[config.mk]
export PLATFORM = sky130hd
export DESIGN_NAME = exc_entry_seq
export DESIGN_NICKNAME = d
export VERILOG_FILES = /design/src/rtl/exc_entry_pkg.sv /design/src/rtl/exc_seq_ctrl.sv /design/src/rtl/exc_seq_dpath.sv /design/src/rtl/exc_entry_seq.sv
export SDC_FILE = /design/constraint.sdc
export NUM_CORES = 1
export LEC_CHECK = 0
export ABC_AREA = 1
export BUFFER_PORTS_ARGS = -buffer_cell sky130_fd_sc_hd__buf_2
export CORE_MARGIN = 4
export CORE_UTILIZATION = 40
export CTS_CLUSTER_SIZE = 10
export DETAILED_ROUTE_END_ITERATION = 6
export PLACE_DENSITY = 0.7
export SLEW_MARGIN = 0
export SYNTH_ARGS = -nofsm -noshare
export SYNTH_HDL_FRONTEND = slang
export SYNTH_SLANG_ARGS = --single-unit
[constraint.sdc]
create_clock -name clk -period 2.6 [get_ports clk]
set_input_delay 0.52 -clock clk [delete_from_list [all_inputs] [get_ports clk]]
set_output_delay 0.52 -clock clk [all_outputs]
set_load 0.1 [all_outputs]
[src/rtl/exc_entry_pkg.sv]
package exc_entry_pkg;

  typedef enum logic [2:0] {
    ST_IDLE, ST_SRUPD, ST_VECTOR, ST_IACK,
    ST_PUSHPC, ST_PUSHFMT, ST_FETCHVEC, ST_DONE
  } seqState_t;

  typedef enum logic [1:0] {
    ADDR_IACK, ADDR_PC, ADDR_FMT, ADDR_VEC
  } addrSel_t;

  typedef struct packed {
    logic     capture;
    logic     srWr;
    logic     vecFixed;
    logic     vecIack;
    logic     handlerLoad;
    logic     memReq;
    logic     memWe;
    addrSel_t addrSel;
    logic     finish;
  } seqStrobe_t;

  localparam logic [2:0] EXC_IRQ = 3'd7;
  localparam int SR_T_BIT = 15;
  localparam int SR_S_BIT = 13;
  localparam int SR_M_BIT = 12;
  localparam int SR_MASK_LO = 8;

  function automatic logic [7:0] fixedVector(input logic [2:0] code);
    case (code)
      3'd0:    return 8'd2;
      3'd1:    return 8'd3;
      3'd2:    return 8'd4;
      3'd3:    return 8'd5;
      3'd4:    return 8'd8;
      3'd5:    return 8'd9;
      3'd6:    return 8'd32;
      default: return 8'd24;
    endcase
  endfunction

endpackage

[src/rtl/exc_seq_ctrl.sv]
module exc_seq_ctrl
  import exc_entry_pkg::*;
(
  input  logic       clk,
  input  logic       rstN,
  input  logic       excReq,
  input  logic       isIrq,
  input  logic       memAck,
  output seqStrobe_t stb,
  output logic       busy
);

  seqState_t state, nextState;

  always_ff @(posedge clk) begin
    if (!rstN) state <= ST_IDLE;
    else       state <= nextState;
  end

  always_comb begin
    nextState = state;
    stb = '0;
    stb.addrSel = ADDR_PC;
    case (state)
      ST_IDLE: if (excReq) begin
        stb.capture = 1'b1;
        nextState = ST_SRUPD;
      end
      ST_SRUPD: begin
        stb.srWr = 1'b1;
        nextState = isIrq ? ST_IACK : ST_VECTOR;
      end
      ST_VECTOR: begin
        stb.vecFixed = 1'b1;
        nextState = ST_PUSHPC;
      end
      ST_IACK: begin
        stb.memReq = 1'b1;
        stb.addrSel = ADDR_IACK;
        if (memAck) begin
          stb.vecIack = 1'b1;
          nextState = ST_PUSHPC;
        end
      end
      ST_PUSHPC: begin
        stb.memReq = 1'b1;
        stb.memWe = 1'b1;
        stb.addrSel = ADDR_PC;
        if (memAck) nextState = ST_PUSHFMT;
      end
      ST_PUSHFMT: begin
        stb.memReq = 1'b1;
        stb.memWe = 1'b1;
        stb.addrSel = ADDR_FMT;
        if (memAck) nextState = ST_FETCHVEC;
      end
      ST_FETCHVEC: begin
        stb.memReq = 1'b1;
        stb.addrSel = ADDR_VEC;
        if (memAck) begin
          stb.handlerLoad = 1'b1;
          nextState = ST_DONE;
        end
      end
      ST_DONE: begin
        stb.finish = 1'b1;
        nextState = ST_IDLE;
      end
      default: nextState = ST_IDLE;
    endcase
  end

  assign busy = (state != ST_IDLE);


  busy_entry_chk: assert property (@(posedge clk) disable iff (!rstN)
    $rose(busy) |-> $past(excReq));


  finish_idle_chk: assert property (@(posedge clk) disable iff (!rstN)
    stb.finish |=> !busy);

endmodule

[src/rtl/exc_seq_dpath.sv]
module exc_seq_dpath
  import exc_entry_pkg::*;
#(
  parameter int ADDR_W = 32,
  parameter int DATA_W = 32,
  parameter int SR_W = 16,
  parameter int VEC_W = 8,
  parameter int LEVEL_W = 3,
  parameter logic [ADDR_W-1:0] IACK_BASE = 32'hFFFF_FFE0
) (
  input  logic              clk,
  input  logic              rstN,
  input  seqStrobe_t        stb,
  input  logic [2:0]        excType,
  input  logic [LEVEL_W-1:0] irqLevel,
  input  logic [ADDR_W-1:0] faultPc,
  input  logic [SR_W-1:0]   srIn,
  input  logic [ADDR_W-1:0] sspIn,
  input  logic [ADDR_W-1:0] vecBase,
  input  logic [DATA_W-1:0] memRdata,
  output logic              isIrq,
  output logic [SR_W-1:0]   srOut,
  output logic [ADDR_W-1:0] sspOut,
  output logic [ADDR_W-1:0] memAddr,
  output logic [DATA_W-1:0] memWdata,
  output logic [VEC_W-1:0]  vectorNum,
  output logic [ADDR_W-1:0] handlerPc
);

  localparam int FRAME_BYTES = 8;
  localparam int FMT_PAD = DATA_W - 4 - VEC_W - SR_W;
  localparam int VEC_PAD = ADDR_W - VEC_W - 2;
  localparam int LVL_PAD = ADDR_W - LEVEL_W - 2;

  logic [2:0]         typeQ;
  logic [LEVEL_W-1:0] levelQ;
  logic [ADDR_W-1:0]  pcQ, sspQ, vbrQ, handlerQ;
  logic [SR_W-1:0]    srSaved;
  logic [VEC_W-1:0]   vecQ;
  logic [ADDR_W-1:0]  frameBase;
  logic [DATA_W-1:0]  fmtWord;

  always_ff @(posedge clk) begin
    if (!rstN) begin
      typeQ <= '0; levelQ <= '0; pcQ <= '0; sspQ <= '0;
      vbrQ <= '0; srSaved <= '0; vecQ <= '0; handlerQ <= '0;
    end else begin
      if (stb.capture) begin
        typeQ <= excType;
        levelQ <= irqLevel;
        pcQ <= faultPc;
        srSaved <= srIn;
        sspQ <= sspIn;
        vbrQ <= vecBase;
      end
      if (stb.vecFixed) vecQ <= fixedVector(typeQ);
      if (stb.vecIack)  vecQ <= memRdata[VEC_W-1:0];
      if (stb.handlerLoad) handlerQ <= memRdata;
    end
  end

  assign isIrq = (typeQ == EXC_IRQ);

  always_comb begin
    srOut = srSaved;
    srOut[SR_S_BIT] = 1'b1;
    srOut[SR_T_BIT] = 1'b0;
    if (isIrq) begin
      srOut[SR_M_BIT] = 1'b0;
      srOut[SR_MASK_LO +: LEVEL_W] = levelQ;
    end
  end

  assign frameBase = {sspQ[ADDR_W-1:2], 2'b00} - ADDR_W'(FRAME_BYTES);
  assign fmtWord = {2'b01, sspQ[1:0], {FMT_PAD{1'b0}}, vecQ, srSaved};

  always_comb begin
    case (stb.addrSel)
      ADDR_IACK: memAddr = IACK_BASE | {{LVL_PAD{1'b0}}, levelQ, 2'b00};
      ADDR_PC:   memAddr = frameBase + ADDR_W'(4);
      ADDR_FMT:  memAddr = frameBase;
      default:   memAddr = vbrQ + {{VEC_PAD{1'b0}}, vecQ, 2'b00};
    endcase
  end

  assign memWdata = (stb.addrSel == ADDR_PC) ? pcQ : fmtWord;
  assign sspOut = frameBase;
  assign vectorNum = vecQ;
  assign handlerPc = handlerQ;


  frame_below_sp_chk: assert property (@(posedge clk) disable iff (!rstN)
    (stb.memReq && stb.memWe) |-> (memAddr[1:0] == 2'b00 && memAddr < sspQ));


  sr_super_chk: assert property (@(posedge clk) disable iff (!rstN)
    stb.srWr |-> (srOut[SR_S_BIT] && !srOut[SR_T_BIT]));

endmodule

[src/rtl/exc_entry_seq.sv]
module exc_entry_seq
  import exc_entry_pkg::*;
#(
  parameter int ADDR_W = 32,
  parameter int DATA_W = 32,
  parameter int SR_W = 16,
  parameter int VEC_W = 8,
  parameter int LEVEL_W = 3,
  parameter logic [ADDR_W-1:0] IACK_BASE = 32'hFFFF_FFE0
) (
  input  logic              clk,
  input  logic              rstN,
  input  logic              excReq,
  input  logic [2:0]        excType,
  input  logic [LEVEL_W-1:0] irqLevel,
  input  logic [ADDR_W-1:0] faultPc,
  input  logic [SR_W-1:0]   srIn,
  input  logic [ADDR_W-1:0] sspIn,
  input  logic [ADDR_W-1:0] vecBase,
  output logic              busy,
  output logic              srWe,
  output logic [SR_W-1:0]   srOut,
  output logic              sspWe,
  output logic [ADDR_W-1:0] sspOut,
  output logic              memReq,
  output logic              memWe,
  output logic [ADDR_W-1:0] memAddr,
  output logic [DATA_W-1:0] memWdata,
  input  logic [DATA_W-1:0] memRdata,
  input  logic              memAck,
  output logic [VEC_W-1:0]  vectorNum,
  output logic [ADDR_W-1:0] handlerPc,
  output logic              fetchStart
);

  seqStrobe_t stb;
  logic isIrq;

  exc_seq_ctrl u_ctrl (
    .clk(clk), .rstN(rstN), .excReq(excReq), .isIrq(isIrq),
    .memAck(memAck), .stb(stb), .busy(busy)
  );

  exc_seq_dpath #(
    .ADDR_W(ADDR_W), .DATA_W(DATA_W), .SR_W(SR_W), .VEC_W(VEC_W),
    .LEVEL_W(LEVEL_W), .IACK_BASE(IACK_BASE)
  ) u_dpath (
    .clk(clk), .rstN(rstN), .stb(stb), .excType(excType),
    .irqLevel(irqLevel), .faultPc(faultPc), .srIn(srIn), .sspIn(sspIn),
    .vecBase(vecBase), .memRdata(memRdata), .isIrq(isIrq), .srOut(srOut),
    .sspOut(sspOut), .memAddr(memAddr), .memWdata(memWdata),
    .vectorNum(vectorNum), .handlerPc(handlerPc)
  );

  assign srWe = stb.srWr;
  assign sspWe = stb.finish;
  assign fetchStart = stb.finish;
  assign memReq = stb.memReq;
  assign memWe = stb.memWe;


  bus_hold_chk: assert property (@(posedge clk) disable iff (!rstN)
    (memReq && !memAck) |=> (memReq && $stable(memAddr) && $stable(memWe)
                             && $stable(memWdata)));


  handler_after_read_chk: assert property (@(posedge clk) disable iff (!rstN)
    fetchStart |-> $past(memReq && !memWe && memAck));

endmodule

== Word level (Yosys, flattened, before mapping) ==
Cells that the tools add are included.

* Register bits after elaboration: 161
* Output and inout port bits: 158

* Reductions and logical operators: 8
* Add/sub/neg operators: 3
* Mux-type cells: 25
* Equality and inequality tests: 21

{| class="wikitable"
|+ Operators with widths
! cell !! count
|-
| case mux 32 bit (3 select lines) || 1
|-
| case mux 6 bit (7 select lines) || 1
|-
| adder 32 x 10 -> 32 bit || 1
|-
| adder 32 x 3 -> 32 bit (second input constant) || 1
|-
| two-way mux 32 bit || 1
|-
| subtractor 32 x 4 -> 32 bit (second input constant) || 1
|-
| equality test 3 bit (second input constant) || 8
|-
| case mux 3 bit (8 select lines) || 1
|-
| two-way mux 3 bit || 6
|-
| two-way mux 8 bit || 2
|-
| equality test 3 x 2 -> 1 bit (second input constant) || 4
|-
| two-way mux 1 bit || 12
|-
| != test 2 bit (second input constant) || 5
|-
| equality test 3 x 1 -> 1 bit (second input constant) || 2
|-
| zero test 3 bit || 2
|-
| case mux 2 bit (3 select lines) || 1
|-
| AND reduction 5 bit || 1
|-
| OR reduction 4 bit || 1
|-
| nonzero test 3 bit || 1
|-
| equality test 2 x 1 -> 1 bit (second input constant) || 1
|-
| equality test 2 bit (second input constant) || 1
|-
| zero test 2 bit || 1
|-
| nonzero test 2 bit || 1
|-
| OR reduction 2 bit || 1
|}

== Longest topological paths before layout ==
* Word-level depth: 4
* Depth in mapped cells: 17
* Depth with buffers taken out: 16

== By module ==
Synthesis repeated with hierarchy kept, for this count alone.

* Cell total of the unflattened synthesis: 1572
* Area total of the unflattened synthesis: 9818.2 µm²

{| class="wikitable"
|+ Modules (own cells, without submodules)
! module !! cells an instance !! times used !! area each (µm²)
|-
| exc_seq_dpath || 1520 || 1 || 9536.6
|-
| exc_seq_ctrl || 51 || 1 || 274.0
|-
| exc_entry_seq || 1 || 1 || 7.5
|}

== Least setup slack after synthesis ==
No wires, ideal clock.

* Path type: register to output
* From: register u_dpath.sspQ[3]
* To: output memAddr[19]
* Data required time: 2.080 ns
* Arrival time: 5.397 ns
* Slack: -3.317 ns
* Cell stages (with the launch flop): 12
* Cell sequence: dfxtp_1 > inv_1 > ha_1 > nand2_4 > nor2_4 > nand2_1 > xor2_1 > nand2_1 > nor2_1 > nand3_1 > xor2_1 > a21oi_1

* Word-level cells in the longest chain between the ends: 3

{| class="wikitable"
|+ RTL lines
! element !! line !! source
|-
| from (decl) || exc_seq_dpath.sv:37 || <nowiki>logic [ADDR_W-1:0] pcQ, sspQ, vbrQ, handlerQ;</nowiki>
|-
| from (signal assigned) || exc_seq_dpath.sv:53 || <nowiki>sspQ <= sspIn;</nowiki>
|-
| subtractor 32 x 4 -> 32 bit || exc_seq_dpath.sv:74 || <nowiki>assign frameBase = {sspQ[ADDR_W-1:2], 2'b00} - ADDR_W'(FRAME_BYTES);</nowiki>
|-
| named net sspOut[3] || exc_entry_seq.sv:24 || <nowiki>output logic [ADDR_W-1:0] sspOut,</nowiki>
|-
| adder 32 x 3 -> 32 bit || exc_seq_dpath.sv:80 || <nowiki>ADDR_PC: memAddr = frameBase + ADDR_W'(4);</nowiki>
|-
| case mux 32 bit (3 select lines) || exc_seq_dpath.sv:78 || <nowiki>case (stb.addrSel)</nowiki>
|-
| to (decl) || exc_entry_seq.sv:27 || <nowiki>output logic [ADDR_W-1:0] memAddr,</nowiki>
|}

The timed path passes the listed nets, and every way through them passes these cells.

== Worst setup path in the final report ==
* From: register u_dpath.sspQ[3]
* To: output memAddr[24]

* Word-level cells in the longest chain between the ends: 3

{| class="wikitable"
|+ RTL lines
! element !! line
|-
| subtractor 32 x 4 -> 32 bit * || exc_seq_dpath.sv:74
|-
| adder 32 x 3 -> 32 bit || exc_seq_dpath.sv:80
|-
| case mux 32 bit (3 select lines) * || exc_seq_dpath.sv:78
|}

Mark *: on every way between the ends. The rest lies on a longest branch, timed or not.

==> run summary <==
- **number of max-cap violations** 0
- **number of antenna violations at the first check in global routing** 0
- **critical path start-end classification** flip-flop to output pin
- **Yosys reg bits** 161
- **syn avg cell area** 6.582 um^2
- **top-level I/O count** 312
- **floorplan die width** 162.2 um
- **buffer levels on the longest clock path** 2
- **H-tree depth** 4
- **Setup Total Neg Slack** -17.17 ns
- **detailed router's first-iteration violation count** 742
- **remaining number of nets flagged by the antenna check after routing** 0
- **WHS Path Cells** 3
- **largest fanout on the critical path** 6
- **count of warnings emitted by yosys** 0
- **overall track demand over capacity in global routing** 0.2720
- **cell type group with the largest total delay on the critical path** simple AND/OR/NAND/NOR gates
- **Core Box Area** 23400 um^2
- **layout overhead on the synthesized area** 76.40%
- **end of the worst register-to-register path** u_ctrl.state[0]
- **outcome** finished, violations left
- **Net count, final** 2096
- **PnR worst setup slack** -0.7193 ns
- **global placement routability congestion** 0.9446
- **number of cells after detailed placement** 2178
- **highest achievable clock rate** 301.3 MHz
- **max-slew violations** 0
- **data required time at the worst endpoint** 2.08 ns
- **half-perimeter wire length of the detailed placement result** 27.85 mm
- **y dimension of the die** 162.2 um
- **Post-Synthesis Cells** 1445
- **root cell of the clock tree** sky130_fd_sc_hd__clkbuf_16
- **post-synthesis sequential area ratio** 0.3389
- **FF-to-FF Start** u_ctrl.state[1]
- **count of standard-cell rows** 56
- **wire length of the first global-routing pass** 58.05 mm
- **transition time at the pin with the least slew margin** 0.7103 ns
- **maximum number of pins on one net before global-route repair** 121
- **via count** 11630
- **layout cell share with drive strength beyond 1** 0.4619
- **period utilization** 1.277
- **element type at the critical path end** output pin
- **number of hold violations in the final report** 0
- **antenna fix cells** 0
- **Routed WL per cell** 16.54 um
- **TritonRoute pass-1 iters** 5
- **count of endpoints failing setup in the final report** 52
- **Critical Path Slowest Stage Cell** sky130_fd_sc_hd__dfxtp_2
- **final core utilization** 0.7169
- **Cell Chain, Critical Path** clkinvlp_4, ha_4, nand2_8, nor2_4, buf_6, nand2_8, buf_12, xor2_4, nand3_2, nor2_4, nand2_1, nand2_1, nand3_1, nand2_2, clkinvlp_4, buf_12
- **Hold Path Sink** u_dpath.handlerPc[10]
- **post-detailed-routing wire length** 37.43 mm
- **violations in the final reports** negative setup slack
- **Post-CTS Hold Fix Bufs** 0
- **DR DRC count** 0
- **post-DR vias/cell** 5.137
- **leading register cell type out of synthesis** sky130_fd_sc_hd__dfxtp_1
- **RSZ-0062 raised after global routing** true
- **via count of the first global-routing pass** 11270
- **Congestion Overflow GR** 0
- **number of CTS-inserted buffers** 17
- **Final Skew** 0.01721 ns
- **Crit path arrival time** 2.80 ns
- **peak per-stage delay on the critical path** 0.33 ns
- **netlist area before placement** 9510 um^2
- **clock tree from TritonCTS** built
- **type of the tightest min-delay check** primary input to flip-flop
- **Cell variety after synth** 51
- **Tmin final** 3.319 ns
- **number of enable-type register cells in the synthesized netlist** 0
- **clk sink count** 161
- **Critical path buffers and inverters** 5
- **count of non-filler cells in the finished layout** 2263
- **commonest cells after routing, fill and taps aside** sky130_fd_sc_hd__nand2_1 (213), sky130_fd_sc_hd__buf_2 (213), sky130_fd_sc_hd__buf_4 (186)
- **clock-pin slew on the worst setup and hold paths** 0.08 ns
- **cell count of the worst reg-to-reg path** 13
- **worst reg2reg setup slack** 0.49 ns
- **min-delay src** memRdata[10]
- **Clock Latency Late Sink** 0.45 ns
- **number of buffer cells added on primary ports** 307
- **Setup crit start kind** flip-flop
- **proportion of register bits with asynchronous set or reset after synthesis** 0
- **relative slew slack** 0.5228
- **starting utilization of the core area** 0.4064
- **Die Area** 26310 um^2
[synthesized netlist by cell type, drive strengths merged, types with 6 or more instances]
library cell | instances | area share
nand2 | 293 | 0.12
inv | 190 | 0.075
o21ai | 180 | 0.095
a21oi | 176 | 0.094
dfxtp | 161 | 0.34
nor2 | 121 | 0.064
nand3 | 113 | 0.066
clkbuf | 58 | 0.023
buf | 28 | 0.019
nand4 | 24 | 0.017
xor2 | 24 | 0.024
nor3 | 14 | 0.0074
ha | 10 | 0.013
a31oi | 9 | 0.0059
nor4 | 6 | 0.0046
[metrics by stage]
step	hold WS (ns)	setup slack (ns)	instance area, um^2
floorplan	0.4237	-1.526	10270
global placement	0.4334	-0.4427	14620
detailed placement	0.4363	-0.4631	14620
CTS	0.3322	-0.6743	16010
global route	0.3465	-0.8850	16780
finish	0.3389	-0.7193	16780
[worst reg2reg max path, delay by kind of cell (launching register included)]
| kind | cells | cell delay [ns] |
|---|---|---|
| buffers and inverters | 5 | 0.60 |
| AO/OA/AOI/OAI | 2 | 0.28 |
| flip-flops | 1 | 0.36 |
| AND/OR/NAND/NOR | 6 | 0.72 |
[layer usage]
| metal | GRT usage | wire, um | vias to the layer above | share of wire |
|---|---|---|---|---|
| met1 | 0.3343 | 14880 | 5365 | 0.40 |
| met3 | 0.06902 | 3104 | 75 | 0.083 |
| met4 | 0.08497 | 1086 | 0 | 0.029 |
| met2 | 0.4690 | 18360 | 467 | 0.49 |
| met5 | 0 | 0 | - | 0 |
| li1 | - | - | 5718 | - |
[layout make-up]
class | count | area (um^2)
fillers | 1830 | 6626
multi-input cells | 1008 | 6605
repair buffers | 551 | 5089
flip-flops and latches | 161 | 3271
inverters | 192 | 787.0
clock buffers | 17 | 425.4
well taps | 319 | 399.1
clock inverters | 15 | 200.2
[flip-flops by register name, summed over array words and instances (netlist names)]
name / count
u_dpath.sspQ: 32
u_ctrl.state: 3
u_dpath.typeQ: 3
u_dpath.levelQ: 3
u_dpath.pcQ: 32
u_dpath.srSaved: 16
u_dpath.handlerPc: 32
u_dpath.vbrQ: 32
u_dpath.vectorNum: 8
[worst max-delay path by stage]
| stage | from | slack (ns) | end | cells past startpoint |
|---|---|---|---|---|
| detailed placement | u_dpath.vbrQ[2] | -0.46 | memAddr[26] | 13 |
| finish | u_dpath.sspQ[3] | -0.72 | memAddr[24] | 16 |
| global route | u_dpath.sspQ[3] | -0.88 | memAddr[24] | 16 |
| CTS | u_dpath.sspQ[3] | -0.67 | memAddr[17] | 16 |
| floorplan | u_dpath.sspQ[3] | -1.53 | memAddr[23] | 13 |
| global placement | u_dpath.vbrQ[2] | -0.44 | memAddr[26] | 13 |
[timing repair]
action,CTS,global route
endpoints found under the setup margin,82,73
buffers inserted,23,33
gates resized for setup,152,143
pin swaps,35,49
cloned,1,2
[cells by family after synthesis]
kind of cell	Yosys count	share of synthesized area
xor gates and xnor gates	25	0.02539
buffers and inverters	278	0.1177
DFF	161	0.3389
and+or+nand+nor	581	0.2896
AOI/OAI and AO/OA	387	0.2123
other	2	0.0007897
adders and majority gates	11	0.01526
Power is left out: the tool's default activity adds up to more than one toggle a clock period on the data nets, which glitch-free logic cannot reach.
